**config.mk**
```make
export PLATFORM = sky130hd
export DESIGN_NAME = ind_reg_bridge
export DESIGN_NICKNAME = d
export VERILOG_FILES = /design/src/rtl/bridge_pkg.sv /design/src/rtl/bridge_ctrl.sv /design/src/rtl/bridge_dp.sv /design/src/rtl/ind_reg_bridge.sv
export SDC_FILE = /design/constraint.sdc
export NUM_CORES = 1
export LEC_CHECK = 0
export ABC_AREA = 1
export ABC_CLOCK_PERIOD_IN_PS = 2400
export BUFFER_PORTS_ARGS = -buffer_cell sky130_fd_sc_hd__buf_2
export CORE_UTILIZATION = 45
export DETAILED_ROUTE_END_ITERATION = 8
export PLACE_DENSITY = 0.82
export SYNTH_ARGS = -nofsm -noshare
export SYNTH_HDL_FRONTEND = slang
export SYNTH_SLANG_ARGS = --single-unit
```
**constraint.sdc**
```tcl
create_clock -name clk -period 2.4 [get_ports clk]
set_input_delay 0.24 -clock clk [delete_from_list [all_inputs] [get_ports clk]]
set_output_delay 0.24 -clock clk [all_outputs]
set_load 0.05 [all_outputs]
```
**src/rtl/bridge_pkg.sv**
```systemverilog
package bridge_pkg;
  localparam int WORD_W    = 64;
  localparam int DATA_W    = 8;
  localparam int IDX_W     = 3;
  localparam int OP_W      = 4;
  localparam int FIELD_W   = 32;
  localparam int VALID_BIT = 63;
  localparam int READ_BIT  = 56;
  localparam int OP_LSB    = 57;
  localparam int IDX_LSB   = 32;
  localparam logic [OP_W-1:0] ACCESS_OP = 4'd6;

  typedef struct packed {
    logic load;
    logic issue;
    logic capture;
    logic finishNop;
  } ctrlStrobes_t;
endpackage

```
**src/rtl/bridge_ctrl.sv**
```systemverilog
module bridge_ctrl
  import bridge_pkg::*;
(
  input  logic         clk,
  input  logic         rstN,
  input  logic         cmdWrEn,
  input  logic         pendingIn,
  input  logic         opAccessIn,
  output ctrlStrobes_t strobes
);
  typedef enum logic {ST_IDLE, ST_CAPT} state_t;
  state_t state, stateNxt;

  always_ff @(posedge clk or negedge rstN) begin
    if (!rstN) state <= ST_IDLE;
    else       state <= stateNxt;
  end

  always_comb begin
    strobes  = '0;
    stateNxt = state;
    case (state)
      ST_IDLE: begin
        if (pendingIn) begin
          if (opAccessIn) begin
            strobes.issue = 1'b1;
            stateNxt      = ST_CAPT;
          end else begin
            strobes.finishNop = 1'b1;
          end
        end else if (cmdWrEn) begin
          strobes.load = 1'b1;
        end
      end
      ST_CAPT: begin
        strobes.capture = 1'b1;
        stateNxt        = ST_IDLE;
      end
      default: stateNxt = ST_IDLE;
    endcase
  end
endmodule

```
**src/rtl/bridge_dp.sv**
```systemverilog
module bridge_dp
  import bridge_pkg::*;
(
  input  logic              clk,
  input  logic              rstN,
  input  ctrlStrobes_t      strobes,
  input  logic [WORD_W-1:0] cmdWrData,
  input  logic [DATA_W-1:0] regRdData,
  output logic [WORD_W-1:0] cmdWord,
  output logic              pending,
  output logic              opAccess,
  output logic [IDX_W-1:0]  regSel,
  output logic [DATA_W-1:0] regWrData,
  output logic              regWrEn,
  output logic              regRdEn
);
  localparam int PAD_W = FIELD_W - DATA_W;
  logic isRead;

  assign pending   = cmdWord[VALID_BIT];
  assign isRead    = cmdWord[READ_BIT];
  assign opAccess  = (cmdWord[OP_LSB +: OP_W] == ACCESS_OP);
  assign regSel    = cmdWord[IDX_LSB +: IDX_W];
  assign regWrData = cmdWord[DATA_W-1:0];
  assign regWrEn   = strobes.issue & ~isRead;
  assign regRdEn   = strobes.issue & isRead;

  always_ff @(posedge clk or negedge rstN) begin
    if (!rstN) begin
      cmdWord <= '0;
    end else if (strobes.load) begin
      cmdWord <= cmdWrData;
    end else if (strobes.finishNop) begin
      cmdWord[VALID_BIT]     <= 1'b0;
      cmdWord[FIELD_W-1:0]   <= '0;
    end else if (strobes.capture) begin
      cmdWord[VALID_BIT] <= 1'b0;
      if (isRead) cmdWord[FIELD_W-1:0] <= {{PAD_W{1'b0}}, regRdData};
    end
  end
endmodule

```
**src/rtl/ind_reg_bridge.sv**
```systemverilog
module ind_reg_bridge
  import bridge_pkg::*;
(
  input  logic              clk,
  input  logic              rstN,
  input  logic              cmdWrEn,
  input  logic [WORD_W-1:0] cmdWrData,
  output logic [WORD_W-1:0] cmdRdData,
  output logic [IDX_W-1:0]  regSel,
  output logic              regWrEn,
  output logic [DATA_W-1:0] regWrData,
  output logic              regRdEn,
  input  logic [DATA_W-1:0] regRdData
);
  ctrlStrobes_t strobes;
  logic pending, opAccess;

  bridge_ctrl u_ctrl (
    .clk(clk), .rstN(rstN), .cmdWrEn(cmdWrEn),
    .pendingIn(pending), .opAccessIn(opAccess), .strobes(strobes)
  );

  bridge_dp u_dp (
    .clk(clk), .rstN(rstN), .strobes(strobes), .cmdWrData(cmdWrData),
    .regRdData(regRdData), .cmdWord(cmdRdData), .pending(pending),
    .opAccess(opAccess), .regSel(regSel), .regWrData(regWrData),
    .regWrEn(regWrEn), .regRdEn(regRdEn)
  );
endmodule

```
==> run metrics <==
critical path type flip-flop to output pin; Post-Syn Area 0.00278 mm²; clk buf depth 2; synth unique cells 17; drt via density 4.58; Avg Inst Size Synth 8.60 µm²; vias in the first global route 2336; share of cells above drive strength 1 39.7%; max-cap violations 0; unrepaired setup endpoints after global routing no; pin count of the biggest net entering global routing 40; Layout Nets 539; clock root cell clkbuf_8; row count 28; syn nets 398; total grt overflow 0; crit path cell chain nor2_2, nand3_1, nor2_1, buf_2; ANT cells 0; initial antenna violation count 0; Hold Crit Class input pin to flip-flop; status finished, final reports clean; Synth Register Bits 65; final worst-path cycle share 70.8%; Core Region 0.00592 mm²; antenna viol nets, final 0; Layout area overhead 32.0%; die height 80.6 µm; worst-skew pair later-pin latency 0.33 ns; hold_sp cmdWrData[43]; Synth Instances 323; CP max FO 4; I/O Buffers 151; critical path startpoint u_ctrl.state; pre-CTS setup slack 0.813 ns; Placed Cells 527; # Post-CTS Setup Buffers 0; CP Launch Type flip-flop; top-area cell type share of the netlist area 58.6%; first-pass GRT wire length 10.3 mm; measured slew at the worst slew-check pin 0.680 ns; cts bufs inserted 9; Power Dens Cells 955 mW/mm²; clock transition at the registers of the reported paths 0.07 ns; setup violators final 0; worst hold margin 0.0976 ns; H-tree levels 3; Largest stage delay, worst path 0.40 ns; Synth Flop Type dfrtp_1; GPL Wtd Cong 0.792; final critical-path required period 1.70 ns; Routed WL per cell 11.7 µm; Worst EP required 2.16 ns; Leak 2.25 nW; Final Util 61.9%; top cell type by total area after synthesis dfrtp_1; synth warn 0; Sink Count 65; worst setup margin 0.701 ns; Initial Util 46.9%; Slew HR 54.6%; Total GRT Usage 21.2%; I/O pin cnt 152; Synth area leaders dfrtp_1 (59%), nand2_1 (27%), buf_4 (4.9%), nand2_2 (2.7%), nand3_1 (1.6%); Post-CTS Resized 0; Die ar. 0.00649 mm²; initial drt markers 114; cell family with most CP delay simple AND/OR/NAND/NOR gates; Final Skew 0.00659 ns; die width 80.6 µm; Max Slew Vio Count 0; Non-Filler Instances 544; worst flop-to-flop path startpoint u_ctrl.state; via count 2494; register area share after synthesis 58.6%; Residual DRC 0; Worst setup EP type output pin; Post-Route WL 6.38 mm; Critical Path AT 1.46 ns; CTS tree done; Async SR Flop Fraction 100%; Setup Total Neg Slack 0 ns; Fmax achieved 589 MHz; Peak VDD IR 0.463 mV; critical path's slowest cell dfrtp_1; CP bufs+invs 1; Final Hold Viols 0; EDFF count, synth 0; # hold bufs at CTS 1; Pre-antenna DRT Iters 4; register-to-register setup slack 0.82 ns; post-detail-place hpwl 4.62 mm
[through the flow]
step                      area [µm²]  total power [mW]
after floorplan                 2780              2.35
after global placement          3470              2.61
after detailed placement        3470              2.62
after CTS                       3670              3.53
after global routing            3670              3.67
final                           3670              3.50
[state kept, by name, summed over array words and instances (netlist names)]
| name | cells |
|---|---|
| u_ctrl.state | 1 |
| u_dp.cmdWord | 64 |
[path summary, 6_finish.rpt]
check,end,cells after the start
worst max-delay path,regRdEn,4
worst min register to register,u_dp.cmdWord[20],2
min in group asynchronous,u_dp.cmdWord[36],2
max in group asynchronous,u_dp.cmdWord[20],3
worst min-delay path,u_dp.cmdWord[43],3
worst max register to register,u_dp.cmdWord[13],7
[layout make-up]
type                    instances  area [µm²]
well taps                      75        93.8
fillers                       547        2250
repair buffers                156         808
clock buffers                  13         149
flip-flops and latches         65        1630
multi-input cells             226         922
inverters                       6        27.5
clock inverters                 3        40.0
[cell families after synthesis]
group           count (synthesis)  share of synthesized area, %
compound gates                  1                         0.180
buf+inv                        32                          8.24
flops                          65                          58.6
simple gates                  225                          33.0
[synth_stat cells (2+ instances only)]
library cell / instances
buf_2: 4
buf_4: 18
buf_6: 2
dfrtp_1: 65
inv_1: 5
nand2_1: 197
nand2_2: 12
nand3_1: 9
nor2_1: 3
[routing by layer]
metal  wire (µm)  vias up  track usage [%]
met3         364       16             3.64
li1            -     1237                -
met5           0        -                0
met1        2790     1143             25.6
met4         203        0             13.8
met2        3030       98             34.7
[report_power, final]
group / switching (mW) / internal [mW]
Sequential: 0.106 / 1.25
Combinational: 0.972 / 0.270
Clock: 0.394 / 0.506
[worst reg2reg max path, cell delays in order (launching register included)]
cell	delay, ns
dfrtp_1	0.37
nor2_1	0.07
nand2_2	0.07
buf_4	0.36
nand3_4	0.21
inv_6	0.27
nand2_1	0.09
nand2_1	0.07
[placed cells by master, fill, tap and decap left out]
cell	count
nand2_1	197
buf_2	151
dfrtp_1	65
nand2_2	12
clkbuf_8	10
nand3_1	9
inv_1	4
nor2_1	3
clkbuf_1	3
buf_4	3
clkinv_2	2
nor2_2	1
nor2_4	1
inv_2	1
nand2_4	1
nand3_4	1
inv_6	1
o21ai_0	1
bufinv_16	1
dlygate4sd3_1	1
buf_12	1
Note: power is estimated with default switching activity, not from simulation.
